## config.mk

```make
export PLATFORM = sky130hd
export DESIGN_NAME = svp_framer
export DESIGN_NICKNAME = d
export VERILOG_FILES = /design/src/rtl/svp_framer.sv
export SDC_FILE = /design/constraint.sdc
export NUM_CORES = 1
export LEC_CHECK = 0
export BUFFER_PORTS_ARGS = -buffer_cell sky130_fd_sc_hd__buf_4
export CORE_MARGIN = 1
export CORE_UTILIZATION = 50
export DETAILED_ROUTE_END_ITERATION = 12
export PLACE_DENSITY = 0.69
export SKIP_LAST_GASP = 1
export SLEW_MARGIN = 20
export SYNTH_ARGS = -nofsm -noshare
export SYNTH_HDL_FRONTEND = slang
export SYNTH_SLANG_ARGS = --single-unit
```

## constraint.sdc

```tcl
create_clock -name clk -period 5.1 [get_ports clk]
set_clock_uncertainty 0.2 [all_clocks]
set_input_delay 1.53 -clock clk [delete_from_list [all_inputs] [get_ports clk]]
set_output_delay 1.53 -clock clk [all_outputs]
set_load 0.01 [all_outputs]
```

## src/rtl/svp_framer.sv

```systemverilog
module svp_framer #(
  parameter int PIX_W = 10,
  parameter int FLD_W = 8
)(
  input  logic             clk,
  input  logic             rst_n,
  input  logic             shift_en,
  input  logic             stereo_en,
  input  logic             frame_vld,
  input  logic             line_vld,
  input  logic [PIX_W-1:0] pix_m,
  input  logic [PIX_W-1:0] pix_s,
  output logic             ser_out
);
  localparam int MONO_LEN = PIX_W + 2;
  localparam int DUO_LEN  = 2*FLD_W + 2;
  localparam int PKT_MAX  = (MONO_LEN > DUO_LEN) ? MONO_LEN : DUO_LEN;
  localparam int CW       = $clog2(PKT_MAX);
  localparam int NCODES   = 4;
  localparam int SHR      = PIX_W - FLD_W;

  typedef enum logic [1:0] {K_IDLE, K_ESC, K_CODE, K_PIX} kind_t;

  logic [CW-1:0]      cnt;
  logic [PKT_MAX-1:0] shreg, next_pkt;
  logic [3:0]         lv_p;
  logic [2:0]         fv_p;
  logic [PIX_W-1:0]   pm1, pm2, ps1, ps2;
  logic               first_pend;
  kind_t              kind;
  logic [1:0]         code;
  logic [PIX_W-1:0]   mono_fld;
  logic [FLD_W-1:0]   fld_m, fld_s;

  function automatic logic [PIX_W-1:0] lift_w(input logic [PIX_W-1:0] v);
    return (v < PIX_W'(NCODES)) ? PIX_W'(NCODES) : v;
  endfunction

  function automatic logic [FLD_W-1:0] lift_f(input logic [PIX_W-1:0] v);
    return (v < PIX_W'(NCODES << SHR)) ? FLD_W'(NCODES) : v[PIX_W-1 -: FLD_W];
  endfunction

  always_comb begin
    kind = K_IDLE;
    code = 2'd1;
    if (lv_p[1])                    kind = K_PIX;
    else if (line_vld && !lv_p[0])  kind = K_ESC;
    else if (lv_p[0]) begin
      kind = K_CODE;
      code = first_pend ? 2'd0 : 2'd1;
    end
    else if (lv_p[2])               kind = K_ESC;
    else if (lv_p[3]) begin
      kind = K_CODE;
      code = fv_p[2] ? 2'd2 : 2'd3;
    end
  end

  always_comb begin
    case (kind)
      K_PIX:  begin mono_fld = lift_w(pm2); fld_m = lift_f(pm2); fld_s = lift_f(ps2); end
      K_ESC:  begin mono_fld = '1; fld_m = '1; fld_s = '1; end
      K_CODE: begin mono_fld = PIX_W'(code); fld_m = FLD_W'(code); fld_s = FLD_W'(code); end
      default: begin mono_fld = '0; fld_m = '0; fld_s = '0; end
    endcase
  end

  assign next_pkt = (kind == K_IDLE) ? '0 :
                    stereo_en ? PKT_MAX'({1'b0, fld_s, fld_m, 1'b1}) :
                                PKT_MAX'({1'b0, mono_fld, 1'b1});

  always_ff @(posedge clk or negedge rst_n) begin
    if (!rst_n) begin
      cnt        <= '0;
      shreg      <= '0;
      lv_p       <= '0;
      fv_p       <= '0;
      pm1        <= '0;
      pm2        <= '0;
      ps1        <= '0;
      ps2        <= '0;
      first_pend <= 1'b1;
    end else if (shift_en) begin
      if (cnt == '0) begin
        cnt   <= stereo_en ? CW'(DUO_LEN-1) : CW'(MONO_LEN-1);
        shreg <= next_pkt;
        lv_p  <= {lv_p[2:0], line_vld};
        fv_p  <= {fv_p[1:0], frame_vld};
        pm1   <= pix_m;
        pm2   <= pm1;
        ps1   <= pix_s;
        ps2   <= ps1;
        if (!frame_vld)                 first_pend <= 1'b1;
        else if (lv_p[0] && !lv_p[1])   first_pend <= 1'b0;
      end else begin
        cnt   <= cnt - 1'b1;
        shreg <= shreg >> 1;
      end
    end
  end

  assign ser_out = shreg[0];
endmodule

```

==> impl_metrics.py <==
metrics = {
    "status": {
        "run_status": "finished, final reports clean",
    },
    "pwr": {
        "cellLeakagePower_nw": 1.63,
        "p_sw_w": 0.000602,
        "combPwrFrac": 0.305,
        "internal_power_w": 0.00121,
        "p_seq_frac": 0.474,
        "peakVddDrop_uv": 319,
        "switching_share": 0.332,
        "power_density_mw_per_mm2": 524,
        "clockPowerShare": 0.221,
    },
    "clock_network": {
        "cts_sinks": 66,
        "cts-buffers-inserted": 9,
        "htree_levels": 3,
        "post_cts_resized": 0,
        "clock_path_buffers": 2,
        "post_cts_buffers": 0,
        "cts_tree": "built",
        "holdBufCountCts": 0,
        "clock-root-buffer": "clkbuf_8",
        "clkLatencyLatePin_ns": 0.33,
        "path_clk_slew_ns": 0.06,
    },
    "global_routing": {
        "antenna_found_initial": 0,
        "grt_util_all_layers": 0.200,
        "grt_pass1_wl_microns": 9770,
        "grt_max_degree": 67,
        "grt_pass1_vias": 2050,
        "grt-ovfl-total": 0,
    },
    "sta": {
        "fmax_mhz": 294,
        "tightest_slew_ns": 0.888,
        "fin_crit_sh": 0.668,
        "min_period_ns": 3.40,
        "rsz0062_at_grt": "no",
        "final_max_slew_viol_count": 0,
        "setup_viol": 0,
        "relSlewSlack": 0.408,
        "hold_viol_final": 0,
        "tns_ns": 0,
        "final.setup.worst_slack_ns": 1.70,
    },
    "place": {
        "dp_hpwl_microns": 3710,
        "io_buffers": 24,
        "gp_congestion": 0.793,
        "place_inst": 393,
        "dpl-instance-area_sq_mm": 0.00328,
        "place_worst_setup_slack_ns": 1.35,
    },
    "yosys": {
        "ys_seq_area_frac": 0.534,
        "syn_inst": 312,
        "synth-seq-cells": 66,
        "synth.cell_area_sq_mm": 0.00310,
        "synth_flop_cell": "dfrtp_1",
        "synth_top_area_frac": 0.525,
        "synth-edff-count": 0,
        "ys_types": 44,
        "synth_nets": 339,
        "synth_top_area_cell": "dfrtp_1",
        "async_flop_share": 1.00,
        "synth_warnings": 0,
        "synth_area_leaders": "dfrtp_1 (53%), mux2_2 (9.8%), nand2_1 (8.5%)",
        "syn_area_per_cell_sq_um": 9.93,
    },
    "min_path": {
        "hold_path_startpoint": "pm1[6]",
        "min_path_type": "flip-flop to flip-flop",
    },
    "worst_setup_path": {
        "endpoint_kind": "flip-flop",
        "path_class": "primary input to flip-flop",
        "start_kind": "primary input",
        "cp_max_fo": 44,
        "worstPathArrival_ns": 3.42,
        "critical_path_required_ns": 5.12,
        "r2r_start": "cnt[0]",
        "crit_start": "shift_en",
    },
    "floorplan": {
        "die_y_microns": 80.7,
        "ios": 27,
        "coreArea_sq_mm": 0.00596,
        "dieArea_sq_mm": 0.00651,
        "floorplan.initialDensity": 0.520,
        "die_w_microns": 80.7,
        "num_rows": 28,
    },
    "final_layout": {
        "area.sequential_sq_mm": 0.00165,
        "drive_gt1_frac": 0.225,
        "n_antenna_cell": 0,
        "fin_cells": 409,
        "stdcell_area_sq_mm": 0.00346,
        "layout_common_cells": "nand2_1 (70), dfrtp_1 (65), mux2_2 (27)",
        "synthToLayoutAreaGrowth_pct": 11.6,
        "multi_input_area_sq_mm": 0.00129,
        "fin_util": 0.580,
        "fillCellCount": 545,
        "num-nets-final": 356,
        "final_common_cell": "nand2_1",
    },
    "flow_run": {
        "cap_violations": 0,
    },
    "route": {
        "first_iter_violations": 174,
        "drc": 0,
        "drtAntennaViolNets": 0,
        "wirelength_microns": 5670,
        "num_vias": 2195,
        "drt-pass1-iter-count": 5,
        "wl_per_cell_microns": 13.9,
        "viasPerCell": 5.37,
    },
}
[stage by stage]
stage | total power [W] | hold WS (ns)
2_1_floorplan | 0.00128 | 0.232
3_3_place_gp | 0.00139 | 0.247
3_5_place_dp | 0.00142 | 0.251
4_1_cts | 0.00182 | 0.268
5_1_grt | 0.00195 | 0.292
6_report | 0.00181 | 0.266
[cells by family after synthesis]
family,synth area share
DFF,0.534
and+or+nand+nor,0.188
muxes,0.105
AOI/OAI and AO/OA,0.119
buffers and inverters,0.0509
adders and majority gates,0.00404
[synthesized netlist by cell type, types with 2 or more instances]
cell type	n
clkbuf_1	8
a32oi_1	2
inv_1	14
nor2_1	22
a31oi_1	7
mux2_2	27
o311ai_0	2
buf_2	3
a21oi_1	6
nor2b_1	2
o21bai_1	2
or2_2	2
nand2b_1	3
and3_1	2
o211ai_1	4
nand4_1	3
o21ai_0	18
nand2_1	70
o221ai_1	6
nand3_1	13
dfrtp_1	65
buf_4	6
nor3_1	4
[power groups by stage]
stage	registers [W]	clock network (W)	logic, W
2_1_floorplan	0.000820	0	0.000463
3_3_place_gp	0.000858	0	0.000537
3_5_place_dp	0.000867	0	0.000552
4_1_cts	0.000858	0.000406	0.000555
5_1_grt	0.000888	0.000432	0.000627
6_report	0.000858	0.000401	0.000552
[flip-flops by register name (all words and copies together), names as in the netlist]
register	flops
ps2	8
pm2	10
lv_p	4
shreg	17
cnt	5
ps1	8
first_pend	1
fv_p	3
pm1	10
[area by class of cell]
cell class                      instances  share of cell area
Multi-Input combinational cell        213               0.373
Tap cell                               75              0.0272
Sequential cell                        66               0.478
Timing Repair Buffer                   25              0.0543
Inverter                               14              0.0152
Clock buffer                           16              0.0521
[final timing paths]
path	depth (start not counted)	slack (ns)	endpoint
max	5	1.70	pm1[8]
min	2	0.27	pm2[6]
max reg2reg	6	2.61	pm1[8]
min reg2reg	2	0.27	pm2[6]
max in group asynchronous	1	3.06	pm1[2]
min in group asynchronous	1	1.06	cnt[1]
[routing by layer]
layer  share of wire  global-route usage  up-vias
li1                -                   -     1111
met1            0.50               0.286     1044
met2            0.46               0.292       34
met3           0.034              0.0398        6
met4          0.0081              0.0893        0
met5               0                   0        -
[critical path, cell delays in order]
cell and delay [ns]:
buf_4 0.34, and4bb_2 0.33, and2_2 0.49, buf_4 0.36, mux2_2 0.36
Power figures use the tool's default switching activity.
